File: src/rtl/pinctl_pkg.sv
package pinctl_pkg;

  localparam int WORD_W = 32;
  localparam int LANES  = WORD_W / 8;

  typedef logic [WORD_W-1:0] word_t;
  typedef logic [LANES-1:0]  strb_t;

  // register select, taken from address bits [3:2]
  typedef enum logic [1:0] {
    SEL_IDENT = 2'd0,
    SEL_KEYS  = 2'd1,
    SEL_LAMPS = 2'd2,
    SEL_SCRAT = 2'd3
  } reg_sel_e;

  localparam logic [1:0] RESP_OKAY = 2'b00;

  // byte-lane merge: lanes with strobe set take the new byte
  function automatic word_t lane_merge(input word_t cur, input word_t nxt, input strb_t strb);
    word_t res;
    for (int i = 0; i < LANES; i++) begin
      res[i*8 +: 8] = strb[i] ? nxt[i*8 +: 8] : cur[i*8 +: 8];
    end
    return res;
  endfunction

  // read multiplexer over the four words
  function automatic word_t pick_word(input reg_sel_e sel, input word_t ident,
                                      input word_t keys, input word_t lamps,
                                      input word_t scrat);
    word_t res;
    case (sel)
      SEL_IDENT: res = ident;
      SEL_KEYS:  res = keys;
      SEL_LAMPS: res = lamps;
      default:   res = scrat;
    endcase
    return res;
  endfunction

endpackage

File: src/rtl/pinctl_sync.sv
module pinctl_sync #(
  parameter int WIDTH  = 4,
  parameter int STAGES = 2
) (
  input  logic             clk,
  input  logic             rst_n,
  input  logic [WIDTH-1:0] async_i,
  output logic [WIDTH-1:0] sync_o
);

  logic [WIDTH-1:0] stage_q [STAGES];

  generate
    for (genvar s = 0; s < STAGES; s++) begin : g_stage
      if (s == 0) begin : g_first
        always_ff @(posedge clk) begin
          if (!rst_n) stage_q[s] <= '0;
          else        stage_q[s] <= async_i;
        end
      end else begin : g_next
        always_ff @(posedge clk) begin
          if (!rst_n) stage_q[s] <= '0;
          else        stage_q[s] <= stage_q[s-1];
        end
      end
    end
  endgenerate

  assign sync_o = stage_q[STAGES-1];

endmodule

File: src/rtl/pinctl_wr_chan.sv
module pinctl_wr_chan
  import pinctl_pkg::*;
#(
  parameter int ADDR_W = 4
) (
  input  logic              clk,
  input  logic              rst_n,
  input  logic [ADDR_W-1:0] awaddr,
  input  logic              awvalid,
  output logic              awready,
  input  word_t             wdata,
  input  strb_t             wstrb,
  input  logic              wvalid,
  output logic              wready,
  output logic [1:0]        bresp,
  output logic              bvalid,
  input  logic              bready,
  output logic              commit,
  output reg_sel_e          commit_sel,
  output word_t             commit_data,
  output strb_t             commit_strb
);

  logic              addr_held, data_held, resp_q;
  logic [ADDR_W-1:0] addr_q;
  word_t             data_q;
  strb_t             strb_q;
  logic              aw_take, w_take, b_take;

  assign awready = !addr_held && !resp_q;
  assign wready  = !data_held && !resp_q;
  assign aw_take = awvalid && awready;
  assign w_take  = wvalid && wready;
  assign b_take  = resp_q && bready;

  // a write lands only once both halves are held
  assign commit      = addr_held && data_held;
  assign commit_sel  = reg_sel_e'(addr_q[3:2]);
  assign commit_data = data_q;
  assign commit_strb = strb_q;

  always_ff @(posedge clk) begin
    if (!rst_n) begin
      addr_held <= 1'b0;
      data_held <= 1'b0;
      resp_q    <= 1'b0;
      addr_q    <= '0;
      data_q    <= '0;
      strb_q    <= '0;
    end else begin
      if (aw_take) begin
        addr_held <= 1'b1;
        addr_q    <= awaddr;
      end
      if (w_take) begin
        data_held <= 1'b1;
        data_q    <= wdata;
        strb_q    <= wstrb;
      end
      if (commit) begin
        addr_held <= 1'b0;
        data_held <= 1'b0;
        resp_q    <= 1'b1;
      end else if (b_take) begin
        resp_q <= 1'b0;
      end
    end
  end

  assign bvalid = resp_q;
  assign bresp  = RESP_OKAY;

  logic unused_addr_bits;
  assign unused_addr_bits = ^{addr_q[1:0]};


  bresp_hold_chk: assert property (@(posedge clk) disable iff (!rst_n)
    bvalid && !bready |=> bvalid);


  commit_resp_chk: assert property (@(posedge clk) disable iff (!rst_n)
    commit |=> bvalid && !commit);


  half_write_chk: assert property (@(posedge clk) disable iff (!rst_n)
    aw_take && !data_held && !w_take |=> !commit);

endmodule

File: src/rtl/pinctl_rd_chan.sv
module pinctl_rd_chan
  import pinctl_pkg::*;
#(
  parameter int ADDR_W = 4
) (
  input  logic              clk,
  input  logic              rst_n,
  input  logic [ADDR_W-1:0] araddr,
  input  logic              arvalid,
  output logic              arready,
  output word_t             rdata,
  output logic [1:0]        rresp,
  output logic              rvalid,
  input  logic              rready,
  output reg_sel_e          look_sel,
  input  word_t             look_word
);

  logic  valid_q;
  word_t data_q;
  logic  ar_take;

  assign arready  = !valid_q;
  assign ar_take  = arvalid && arready;
  assign look_sel = reg_sel_e'(araddr[3:2]);

  always_ff @(posedge clk) begin
    if (!rst_n) begin
      valid_q <= 1'b0;
      data_q  <= '0;
    end else if (ar_take) begin
      valid_q <= 1'b1;
      data_q  <= look_word;
    end else if (valid_q && rready) begin
      valid_q <= 1'b0;
    end
  end

  assign rvalid = valid_q;
  assign rdata  = data_q;
  assign rresp  = RESP_OKAY;

  logic unused_araddr_bits;
  assign unused_araddr_bits = ^{araddr[1:0]};


  rvalid_hold_chk: assert property (@(posedge clk) disable iff (!rst_n)
    rvalid && !rready |=> rvalid && $stable(rdata));


  read_accept_chk: assert property (@(posedge clk) disable iff (!rst_n)
    ar_take |=> rvalid);

endmodule

File: src/rtl/pinctl_axil.sv
module pinctl_axil
  import pinctl_pkg::*;
#(
  parameter int          ADDR_W  = 4,
  parameter int          PIN_W   = 4,
  parameter logic [31:0] VERSION = 32'hC0DE_0102
) (
  input  logic              clk,
  input  logic              rst_n,
  input  logic [ADDR_W-1:0] s_awaddr,
  input  logic              s_awvalid,
  output logic              s_awready,
  input  logic [31:0]       s_wdata,
  input  logic [3:0]        s_wstrb,
  input  logic              s_wvalid,
  output logic              s_wready,
  output logic [1:0]        s_bresp,
  output logic              s_bvalid,
  input  logic              s_bready,
  input  logic [ADDR_W-1:0] s_araddr,
  input  logic              s_arvalid,
  output logic              s_arready,
  output logic [31:0]       s_rdata,
  output logic [1:0]        s_rresp,
  output logic              s_rvalid,
  input  logic              s_rready,
  input  logic [PIN_W-1:0]  key_i,
  output logic [PIN_W-1:0]  led_o
);

  localparam int SYNC_STAGES = 2;

  logic             commit;
  reg_sel_e         commit_sel;
  word_t            commit_data;
  strb_t            commit_strb;
  reg_sel_e         look_sel;
  word_t            look_word;
  logic [PIN_W-1:0] key_sync;
  logic [PIN_W-1:0] lamp_q;
  word_t            scrat_q;
  word_t            lamp_word, key_word, lamp_next;
  logic             lamp_wr, scrat_wr;

  pinctl_wr_chan #(.ADDR_W(ADDR_W)) u_wr (
    .clk         (clk),
    .rst_n       (rst_n),
    .awaddr      (s_awaddr),
    .awvalid     (s_awvalid),
    .awready     (s_awready),
    .wdata       (s_wdata),
    .wstrb       (s_wstrb),
    .wvalid      (s_wvalid),
    .wready      (s_wready),
    .bresp       (s_bresp),
    .bvalid      (s_bvalid),
    .bready      (s_bready),
    .commit      (commit),
    .commit_sel  (commit_sel),
    .commit_data (commit_data),
    .commit_strb (commit_strb)
  );

  pinctl_rd_chan #(.ADDR_W(ADDR_W)) u_rd (
    .clk       (clk),
    .rst_n     (rst_n),
    .araddr    (s_araddr),
    .arvalid   (s_arvalid),
    .arready   (s_arready),
    .rdata     (s_rdata),
    .rresp     (s_rresp),
    .rvalid    (s_rvalid),
    .rready    (s_rready),
    .look_sel  (look_sel),
    .look_word (look_word)
  );

  pinctl_sync #(.WIDTH(PIN_W), .STAGES(SYNC_STAGES)) u_sync (
    .clk     (clk),
    .rst_n   (rst_n),
    .async_i (key_i),
    .sync_o  (key_sync)
  );

  // zero-extended views of the narrow registers
  assign key_word  = word_t'(key_sync);
  assign lamp_word = word_t'(lamp_q);
  assign lamp_next = lane_merge(lamp_word, commit_data, commit_strb);

  assign lamp_wr  = commit && (commit_sel == SEL_LAMPS);
  assign scrat_wr = commit && (commit_sel == SEL_SCRAT);

  always_ff @(posedge clk) begin
    if (!rst_n) begin
      lamp_q  <= '0;
      scrat_q <= '0;
    end else begin
      if (lamp_wr)  lamp_q  <= lamp_next[PIN_W-1:0];
      if (scrat_wr) scrat_q <= lane_merge(scrat_q, commit_data, commit_strb);
    end
  end

  assign look_word = pick_word(look_sel, VERSION, key_word, lamp_word, scrat_q);
  assign led_o     = lamp_q;

  logic unused_lamp_hi;
  assign unused_lamp_hi = ^{lamp_next[31:PIN_W]};


  lamp_load_chk: assert property (@(posedge clk) disable iff (!rst_n)
    commit && commit_sel == SEL_LAMPS && commit_strb[0]
      |=> led_o == $past(commit_data[PIN_W-1:0]));


  ro_write_chk: assert property (@(posedge clk) disable iff (!rst_n)
    commit && (commit_sel == SEL_IDENT || commit_sel == SEL_KEYS)
      |=> $stable(led_o) && $stable(scrat_q));


  scratch_isolated_chk: assert property (@(posedge clk) disable iff (!rst_n)
    commit && commit_sel == SEL_SCRAT |=> $stable(led_o));


  reset_dark_chk: assert property (@(posedge clk)
    !rst_n |=> led_o == '0 && !s_bvalid && !s_rvalid);

endmodule

File: config.mk
export PLATFORM = sky130hd
export DESIGN_NAME = pinctl_axil
export DESIGN_NICKNAME = d
export VERILOG_FILES = /design/src/rtl/pinctl_pkg.sv /design/src/rtl/pinctl_sync.sv /design/src/rtl/pinctl_wr_chan.sv /design/src/rtl/pinctl_rd_chan.sv /design/src/rtl/pinctl_axil.sv
export SDC_FILE = /design/constraint.sdc
export NUM_CORES = 1
export LEC_CHECK = 0
export BUFFER_PORTS_ARGS = -buffer_cell sky130_fd_sc_hd__buf_2
export CORE_ASPECT_RATIO = 0.75
export CORE_UTILIZATION = 55
export CTS_BUF_LIST = sky130_fd_sc_hd__clkbuf_8
export CTS_CLUSTER_SIZE = 24
export DETAILED_ROUTE_END_ITERATION = 8
export GPL_TIMING_DRIVEN = 0
export PLACE_DENSITY_LB_ADDON = 0.05
export SYNTH_ARGS = -nofsm -noshare
export SYNTH_HDL_FRONTEND = slang
export SYNTH_SLANG_ARGS = --single-unit
File: constraint.sdc
create_clock -name clk -period 2.33 [get_ports clk]
set_input_delay 0.1165 -clock clk [delete_from_list [all_inputs] [get_ports clk]]
set_output_delay 0.1165 -clock clk [all_outputs]
set_load 0.01 [all_outputs]
After elaboration in Yosys (flattened, before gate mapping)
Memory sizes are Yosys's and may differ from the RTL's.
Index checks and enable logic that the tools add are counted.

operators by class
  reductions and logical operators = 23
  mux-type cells = 9
  bitwise operators = 3
  equal/unequal tests = 4

operators by type and width
  operator            count
  $pmux 32 s3         1
  $logic_and 1x1->1   10
  $reduce_and 2->1    5
  $mux 4              2
  $eq 2x2->1 const B  3
  $mux 1              6
  $logic_not 1->1     4
  $reduce_bool 2->1   2
  $eq 2x1->1 const B  1
  $logic_not 2->1     1
  $or 1x1->1          2
  $reduce_or 2->1     1
  $not 1->1           1

word-level totals
  word-level logic and storage cells = 53
  RAM bits = 8
  memories kept = 1
  register bits after elaboration = 112

memory list
  memory          words  bits a word  read ports  clocked after memory_dff  wr ports  line               text
  u_sync.stage_q  2      4            2           0                         2         pinctl_sync.sv:11  logic [WIDTH-1:0] stage_q [STAGES];

Logic depth before layout (Yosys ltp)
Gate-level depths: netlist of the first run.

  depth after elaboration = 3
  depth in mapped cells = 6
  mapped depth without buffers = 3

Modules after synthesis
Synthesis of the first run repeated with hierarchy kept, for this count alone.

second synthesis, totals
  cells, all modules = 550
  area, all modules = 5098.6 um2

modules (own cells, without submodules)
  module          sequential area each (um2)  area an instance (um2)  times used  cells each
  pinctl_axil     720.7                       1803.0                  1           203
  pinctl_wr_chan  820.8                       1696.6                  1           182
  pinctl_rd_chan  660.6                       1388.8                  1           149
  pinctl_sync     160.2                       210.2                   1           16

Worst setup path before layout of the first run
Ideal clock, no wire load.

  path type = reg2reg
  start point = register u_wr.data_held
  end point = register u_wr.data_q[29] (netlist: u_wr.commit_data[29])
  cell stages (with the launch flop) = 6
  library setup time = 0.116 ns
  arrival time = 1.148 ns
  path slack = 1.066 ns
  clock period less this slack = 1.264 ns
  path through = dfxtp_1 or3b_1 buf_4 buf_6 nand2_1 a21boi_1

between the ends
  cells in the longest elaborated chain, start to end = 3

ends and longest elaborated chain
  element                 line                  text
  from (decl)             pinctl_wr_chan.sv:24  logic addr_held, data_held, resp_q;
  from (signal assigned)  pinctl_wr_chan.sv:45  data_held <= 1'b0;
  from (signal assigned)  pinctl_wr_chan.sv:56  data_held <= 1'b1;
  from (signal assigned)  pinctl_wr_chan.sv:62  data_held <= 1'b0;
  $logic_not 1->1         pinctl_wr_chan.sv:31  assign wready = !data_held && !resp_q;
  $logic_and 1x1->1       pinctl_wr_chan.sv:31
  $logic_and 1x1->1       pinctl_wr_chan.sv:33  assign w_take = wvalid && wready;
  to (signal assigned)    pinctl_wr_chan.sv:57  data_q <= wdata;
  to (decl)               pinctl_wr_chan.sv:26  word_t data_q;

Every way passes these cells.
A chain may end at the register's enable or synchronous reset.

Worst setup path in the final report of the first run
  start point = register u_rd.valid_q (netlist: u_rd.rvalid)
  end point = register u_rd.data_q[20] (netlist: u_rd.rdata[20])

between the ends
  cells in the longest elaborated chain, start to end = 2

ends and longest elaborated chain
  element                 line                  text
  from (decl)             pinctl_rd_chan.sv:19  logic valid_q;
  from (signal assigned)  pinctl_rd_chan.sv:29  valid_q <= 1'b0;
  from (signal assigned)  pinctl_rd_chan.sv:32  valid_q <= 1'b1;
  from (signal assigned)  pinctl_rd_chan.sv:35  valid_q <= 1'b0;
  $logic_not 1->1         pinctl_rd_chan.sv:23  assign arready = !valid_q;
  $logic_and 1x1->1       pinctl_rd_chan.sv:24  assign ar_take = arvalid && arready;
  to (signal assigned)    pinctl_rd_chan.sv:33  data_q <= look_word;
  to (decl)               pinctl_rd_chan.sv:20  word_t data_q;

Every way passes these cells.

==> results of run 1 <==
-- path summary, 6_finish.rpt --
path	start	to	slack (ns)	cells past startpoint
setup reg to reg	u_rd.rvalid	u_rd.rdata[20]	0.73	4
hold reg to reg	u_sync.stage_q[0][3]	u_sync.stage_q[1][3]	0.44	1
setup / recovery	u_rd.rvalid	u_rd.rdata[20]	0.73	4
hold / removal	s_araddr[3]	u_rd.rdata[1]	0.06	3
-- sequential cells by signal, summed over array words and instances (netlist names) --
name	cells
u_wr.data_held	1
u_sync.stage_q	8
scrat_q	32
u_wr.commit_data	32
led_o	4
u_wr.bvalid	1
u_wr.addr_q	2
u_rd.rvalid	1
u_wr.commit_strb	4
u_rd.rdata	32
u_wr.addr_held	1
-- power groups by stage --
stage,sequential [uW],combinational (uW),clock (uW)
after floorplan,2180,217,0
after global placement,2180,351,0
after detailed placement,2180,361,0
after CTS,2140,421,1790
after global routing,2140,468,1890
final,2140,423,1770
-- per-stage QoR --
stage	hold WS, ns	std cells	instance area, sq um	total power (uW)
floorplan	0.2438	495	4554	2396
global route	0.09290	763	5956	4505
detailed placement	0.3290	689	5131	2541
global placement	0.3259	689	5131	2528
finish	0.06252	763	5956	4333
CTS	0.04436	763	5956	4343
-- cells by family (layout without fill, tap and decap cells) --
kind of cell           after synthesis  after routing
flip-flops                         118            118
other                                1              4
AO/OA/AOI/OAI                       87             87
AND/OR/NAND/NOR                    207            207
buffers and inverters               38            201
multiplexers                        41             41
-- per-layer routing --
layer	up-vias	wire (um)	part of all wire [%]	global-route usage [%]
met4	0	183	1.6	12.05
met1	1856	5088	46	35.02
met5	-	0	0	0
li1	1932	-	-	-
met2	124	5207	47	46.13
met3	18	636	5.7	6.494
-- synth_stat cells, drive strengths merged (8+ instances only) --
master    n
mux2i    38
and2     11
clkbuf   15
o21ai    13
nand2   153
nor2b    25
a21boi   38
nor2      8
a21oi    10
a22oi    19
buf      21
dfxtp   118
-- tightest hold or removal path: cells and delay by family --
| kind | cells | cell delay, ns |
|---|---|---|
| buffers and inverters | 1 | 0.16 |
| AOI/OAI and AO/OA | 2 | 0.17 |
-- layout make-up --
class                   count  area, sq um  share of cell area [%]
inverters                   2        7.507                  0.1261
plain buffers              36        207.7                   3.487
multi-input cells         339         1977                   33.19
well taps                 105        131.4                   2.206
flip-flops and latches    118         2362                   39.66
clock inverters             8        85.08                   1.429
repair buffers            134        895.9                   15.04
clock buffers              21        289.0                   4.853
-- what timing repair did --
item	4_1_cts	5_1_grt
endpoints found under the setup margin	0	0
hold buffers	45	0
endpoints found under the hold margin	44	0
setup buffers	0	0
==> flow_metrics.tcl, run 1 <==
set metrics [dict create \
    power.internal_uw 3318 \
    fin_setup_tns_ns 0 \
    grt_antenna_before_repair 0 \
    fmax_mhz 626.5 \
    synth_edf_count 0 \
    die_height_um 80.71 \
    synthCells 492 \
    p_sw_share_pct 23.43 \
    synth_top_area_cell "dfxtp_1" \
    viasPerCell 5.151 \
    fill_cells 625 \
    cap_violations 0 \
    core_sq_um 7953 \
    tightest_slew_ns 0.5877 \
    synth-seq-area-share_pct 52.00 \
    cpLargestDelayFamily "simple AND/OR/NAND/NOR gates" \
    worstSkewPairLatency_ns 0.44 \
    route.detailed.drc 0 \
    hold_viol 0 \
    leakage_uw 0.002476 \
    synth_fa_ha_area_share_pct 0 \
    avgSynthCellArea_sq_um 9.234 \
    status "complete, no violations" \
    grt_usage_pct 27.84 \
    vias 3930 \
    nets 703 \
    drv_slew 0 \
    pwr-share-clk_pct 40.9 \
    insertedDiodeCount 0 \
    grt_pass1_vias 3687 \
    synthArstFlopShare_pct 0 \
    io_buffers 89 \
    grt_pass1_wl_um 17640 \
    mostFrequentLayoutCell "nand2_1" \
    critPathArrivalTime_ns 1.90 \
    drtPass1Iterations 5 \
    synth_area_leaders "dfxtp_1 52%, nand2_1 13%, mux2i_1 8.4%" \
    ys.flop_type "dfxtp_1" \
    layout_setup_ws_ns 0.7339 \
    cp.required_ns 2.63 \
    yosys_warnings 0 \
    post_cts_resized 0 \
    netlist_area_sq_um 4543 \
    path_class "flip-flop to flip-flop" \
    slew_headroom_pct 60.82 \
    die_w_um 106.9 \
    yosys.area_share.simple_pct 20.77 \
    finalCritPeriodShare_pct 68.50 \
    crit_buf_inv 1 \
    grt-ovfl-total 0 \
    drt_iter0_drc 244 \
    p_comb_share_pct 9.8 \
    dp_hpwl_um 7480 \
    final_cell_mix "152 x nand2_1, 118 x dfxtp_1, 99 x buf_2" \
    grt_max_degree 17 \
    max-vdd-ir-drop_v 0.0005123 \
    cts-root-buf "clkbuf_8" \
    wl_um 11120 \
    cp-start-kind "flip-flop" \
    pre_cts_ws_ns 0.7605 \
    path_cells "nand2b_1, buf_2, nor2_2, a21oi_1" \
    wl_per_cell_um 14.57 \
    cp_slowest_cell "nor2_2" \
    yosys.area.top_type_share_pct 52.00 \
    synth_xor_area_share_pct 0 \
    cts_buffers 17 \
    rsz0062_at_grt "false" \
    clkTransAtPathRegs_ns 0.06 \
    slowest_delay_ns 0.40 \
    setup_viol 0 \
    seq_power_share_pct 49.3 \
    syn2layout_area_growth_pct 31.09 \
    drive_above_1_share_pct 22.04 \
    synth.distinct_cells 34 \
    synth_top_family_by_area "simple AND/OR/NAND/NOR gates" \
    fp-row-count 28 \
    final.setup_skew_ns 0.006761 \
    cts_sinks 118 \
    gp_congestion 0.7388 \
    hp-class "input port to flip-flop" \
    muxShareOfSynthArea_pct 9.116 \
    antenna_left 0 \
    utilization_pct 74.89 \
    io_pins 100 \
    p_sw_uw 1015 \
    period_minus_slack_ns 1.596 \
    synth_compound_area_share_pct 13.30 \
    cts_tree "yes" \
    ys_ff_latch 118 \
    htreeDepth 4 \
    clk_path_buf_depth 2 \
    end_kind "flip-flop" \
    power_density_nw_per_um2 727.5 \
    path_max_fanout 10 \
    initial_core_util_pct 57.13 \
    die-area_sq_um 8632 \
]
(Power assumes the default switching activity.)
==> inputs of run 2 (changes only) <==
Settings changed: CORE_UTILIZATION 55 to 50.
Clock period 2.33 ns to 1.3 ns, I/O delays scaled along.
==> flow_metrics.tcl, run 2 (synthesized netlist as in run 1, its figures left out) <==
set metrics [dict create \
    status "finished, violations left" \
    violations "design-rule violations, negative setup slack" \
    worstHoldStart "rst_n" \
    syn2layout_area_growth_pct 38.28 \
    initial_core_util_pct 52.61 \
    htreeDepth 4 \
    dp_hpwl_um 7501 \
    drtPass1Iterations 7 \
    drt_iter0_drc 200 \
    slowest_delay_ns 0.43 \
    hp-class "input port to flip-flop" \
    final_area_sq_um 6282 \
    finalCritPeriodShare_pct 104.2 \
    grt_usage_pct 25.39 \
    io_pins 100 \
    setup_viol 30 \
    clkTransAtPathRegs_ns 0.07 \
    fill_cells 689 \
    wl_per_cell_um 15.39 \
    clk_path_buf_depth 2 \
    cts_tree "yes" \
    gp_congestion 0.7638 \
    cpLargestDelayFamily "simple AND/OR/NAND/NOR gates" \
    die_w_um 112.1 \
    hold_viol 0 \
    leakage_uw 0.002589 \
    power_density_nw_per_um2 1229 \
    hold_slack_ns 0.04044 \
    pre_cts_ws_ns -0.2197 \
    nets 713 \
    wl_um 11910 \
    grt_pass1_wl_um 18350 \
    cts_sinks 118 \
    period_minus_slack_ns 1.355 \
    die_height_um 84.55 \
    timing.rr.end "u_wr.commit_strb[1]" \
    seq_area_sq_um 2376 \
    path_class "flip-flop to flip-flop" \
    vias 3991 \
    rsz0062_at_grt "true" \
    end_kind "flip-flop" \
    slew_headroom_pct 60.59 \
    reg2reg_depth 5 \
    utilization_pct 72.75 \
    drive_above_1_share_pct 31.08 \
    grt_max_degree 17 \
    cp.required_ns 1.63 \
    cp_slowest_cell "or3b_4" \
    hold_end "u_wr.commit_data[12]" \
    antenna_left 0 \
    max-vdd-ir-drop_v 0.0008007 \
    core_sq_um 8636 \
    place_area_sq_um 5135 \
    route.detailed.drc 10 \
    tightest_slew_ns 0.5912 \
    holdPathStages 2 \
    layout_setup_ws_ns -0.05513 \
    multi_input_area_sq_um 2148 \
    insertedDiodeCount 0 \
    fmax_mhz 737.9 \
    fp-row-count 29 \
    path_max_fanout 8 \
    cts_buffers 17 \
    critPathArrivalTime_ns 1.68 \
    viasPerCell 5.156 \
    cp-start-kind "flip-flop" \
    reg2reg_slack_ns -0.06 \
    mostFrequentLayoutCell "nand2_1" \
    final_cell_mix "123 x nand2_1, 113 x dfxtp_1, 96 x buf_2" \
    io_buffers 89 \
    grt_antenna_before_repair 0 \
    final.setup_skew_ns 0.009599 \
    worstSkewPairLatency_ns 0.43 \
    die-area_sq_um 9475 \
    grt_pass1_vias 3815 \
    crit_buf_inv 2 \
    grt-ovfl-total 0 \
    path_cells "or3b_4, buf_12, clkbuf_16, nand2_2, a21boi_2" \
    r2r_start "u_wr.data_held" \
    cts-root-buf "clkbuf_8" \
    cap_violations 0 \
    drv_slew 0 \
]
-- run 2: cell types whose count changed in the layout (fill, tap and decap cells not counted), moves of 4 or more --
cell | before | now
dfxtp_1 | 118 | 113
a21boi_2 | 1 | 10
a21boi_1 | 30 | 21
nand2_4 | 0 | 4
nand2_2 | 1 | 26
nand2_1 | 152 | 123
-- run 2: how the worst max path moves through the flow --
stage | from | endpoint | cells after the start
2_1_floorplan | u_wr.data_held | u_wr.commit_data[29] | 5
3_3_place_gp | u_rd.rvalid | u_rd.rdata[22] | 4
3_5_place_dp | u_rd.rvalid | u_rd.rdata[30] | 4
4_1_cts | u_wr.bvalid | u_wr.commit_data[27] | 5
5_1_grt | u_wr.data_held | u_wr.commit_data[11] | 5
6_report | u_wr.data_held | u_wr.commit_strb[1] | 5
-- run 2: area by class of cell --
| type | instances | share of cell area, % |
|---|---|---|
| repair buffers | 143 | 16.17 |
| plain buffers | 36 | 4.222 |
| flip-flops and latches | 118 | 37.82 |
| multi-input cells | 340 | 34.20 |
| well taps | 108 | 2.151 |
| clock buffers | 20 | 4.382 |
| clock inverters | 7 | 0.9361 |
| inverters | 2 | 0.1195 |
-- run 2: layer usage --
layer | wire length, um | global-route usage (%)
met4 | 185 | 9.091
met3 | 755 | 8.448
met5 | 0 | 0
met2 | 5337 | 39.64
met1 | 5633 | 32.95
-- run 2: repair_timing --
| item | CTS | global route |
|---|---|---|
| endpoints found under the setup margin | 92 | 60 |
| cloned | 1 | 4 |
| pin swaps | 3 | 57 |
| endpoints found under the hold margin | 45 | 0 |
| gates resized for setup | 15 | 64 |
| buffers inserted | 4 | 0 |
| hold buffers | 46 | 0 |
-- run 2: metrics by stage --
stage,std cells,power (uW),TNS [ns]
CTS,770,7590,-0.01532
detailed placement,692,4556,-10.78
global placement,692,4539,-6.584
global route,774,8033,-1.814
floorplan,495,4294,0
finish,774,7718,-1.020
-- run 2: where the power goes --
group	switching [uW]	internal, uW
registers	97.1	3750
logic	467	474
clock network	1350	1580
==> inputs of run 3 (changes only) <==
Settings changed: CORE_UTILIZATION 50 to 48, CTS_BUF_LIST sky130_fd_sc_hd__clkbuf_8 to unset, REMOVE_ABC_BUFFERS set to 1.
==> flow_metrics.tcl, run 3 (synthesized netlist as in run 1, its figures left out) <==
set metrics [dict create \
    cts_tree "yes" \
    p_sw_share_pct 21.07 \
    fp-row-count 30 \
    die-area_sq_um 9862 \
    grt_antenna_before_repair 0 \
    cp.required_ns 1.58 \
    gp_congestion 0.7245 \
    io_buffers 91 \
    max-vdd-ir-drop_v 0.001121 \
    clk_path_buf_depth 2 \
    crit_cells 3 \
    pre_cts_ws_ns -0.6661 \
    fill_cells 739 \
    timing.rr.end "u_rd.rvalid" \
    leakage_uw 0.002548 \
    hold_viol 0 \
    syn2layout_area_growth_pct 37.34 \
    io_pins 100 \
    final_cell_mix "152 x nand2_1, 113 x dfxtp_1, 90 x buf_2" \
    grt-ovfl-total 0 \
    path_cells "nand2_1, o211a_1, dlygate4sd3_1" \
    cts_sinks 118 \
    cp-startpoint "u_rd.rvalid" \
    cpLargestDelayFamily "buffers and inverters" \
    cts_buffers 17 \
    worstSkewPairLatency_ns 0.40 \
    fmax_mhz 788.3 \
    status "complete, no violations" \
    grt_pass1_wl_um 16790 \
    drive_above_1_share_pct 23.94 \
    route.detailed.drc 0 \
    end_kind "flip-flop" \
    wl_um 10520 \
    seq_area_sq_um 2374 \
    path_max_fanout 8 \
    dp.cells 681 \
    cts-root-buf "clkbuf_16" \
    finalCritPeriodShare_pct 97.59 \
    reg2reg_depth 3 \
    mostFrequentLayoutCell "nand2_1" \
    hp-class "input port to flip-flop" \
    clkTransAtPathRegs_ns 0.05 \
    antenna_left 0 \
    seq_power_share_pct 40.0 \
    drtPass1Iterations 6 \
    critPathArrivalTime_ns 1.55 \
    p_sw_uw 2024 \
    drt_iter0_drc 209 \
    crit_buf_inv 1 \
    initial_core_util_pct 49.81 \
    multi_input_area_sq_um 2041 \
    grt_usage_pct 22.59 \
    slowest_delay_ns 0.54 \
    final_area_sq_um 6240 \
    htreeDepth 4 \
    slew_headroom_pct 61.25 \
    grt_pass1_vias 3493 \
    core_sq_um 9121 \
    power_density_nw_per_um2 1539 \
    insertedDiodeCount 0 \
    drv_slew 0 \
    reg2reg_slack_ns 0.03 \
    power.internal_uw 7580 \
    place_area_sq_um 5022 \
    layout_setup_ws_ns 0.03139 \
    pwr-share-clk_pct 52.0 \
    wl_per_cell_um 13.79 \
    hold_slack_ns 0.06187 \
    p_comb_share_pct 8.0 \
    grt_max_degree 85 \
    total_power_uw 9604 \
    instances_no_fill 763 \
    rsz0062_at_grt "true" \
    final.setup_skew_ns 0.005977 \
    tightest_slew_ns 0.5812 \
    vias 3698 \
    period_minus_slack_ns 1.269 \
    cap_violations 0 \
    cp_slowest_cell "dlygate4sd3_1" \
    r2r_start "u_rd.rvalid" \
    setup_viol 0 \
    dp_hpwl_um 5984 \
    path_class "flip-flop to flip-flop" \
    cp-start-kind "flip-flop" \
    die_w_um 114.3 \
    nets 677 \
    crit_end "u_rd.rvalid" \
    die_height_um 86.26 \
    viasPerCell 4.847 \
]
## run 3: worst min-delay path by stage
stage / startpoint / end / slack (ns) / cells after the start
detailed placement: key_i[0] / u_sync.stage_q[0][0] / 0.27 / 2
finish: s_araddr[3] / u_rd.rdata[1] / 0.06 / 3
floorplan: rst_n / u_wr.addr_held / 0.18 / 1
global route: s_araddr[3] / u_rd.rdata[1] / 0.06 / 3
CTS: s_araddr[3] / u_rd.rdata[1] / 0.03 / 3
global placement: key_i[3] / u_sync.stage_q[0][3] / 0.27 / 2
## run 3: final cells by class
type,instances,area share [%]
well taps,128,2.567
clock inverters,8,2.286
flip-flops and latches,118,38.04
clock buffers,24,8.041
multi-input cells,341,32.71
inverters,2,0.1203
repair buffers,142,16.24
## run 3: what timing repair did
item | CTS | global route
endpoints found under the setup margin | 105 | 63
hold endpoints to repair | 44 | 0
hold buffers | 45 | 0
pin swaps | 1 | 4
gates resized for setup | 17 | 7
cloned | 1 | 1
buffers inserted | 1 | 2
## run 3: worst reg2reg max path: stages (launching register included)
cell	delay, ns
dfxtp_2	0.43
nand2_1	0.08
o211a_1	0.11
dlygate4sd3_1	0.54
## run 3: metrics by stage
step,setup TNS (ns),util [%]
after CTS,0,67.64
after detailed placement,-38.35,55.06
final,0,68.41
after global routing,-0.02572,68.41
after global placement,-90.38,54.40
after floorplan,-8.693,-
## run 3: layer usage
layer | global-route usage (%) | share of wire [%] | up-vias | routed length [um]
met5 | 0 | 0 | - | 0
met4 | 8.501 | 1.1 | 0 | 112
met3 | 5.804 | 4.9 | 10 | 515
met2 | 37.41 | 47 | 87 | 4895
met1 | 28.57 | 48 | 1700 | 5001
li1 | - | - | 1901 | -
## run 3: power groups by stage
stage / combinational (uW) / clock, uW / sequential, uW
after floorplan: 288 / 0 / 3910
after global placement: 571 / 0 / 3900
after detailed placement: 606 / 0 / 3900
after CTS: 739 / 5090 / 3830
after global routing: 848 / 5260 / 3860
final: 765 / 5000 / 3840
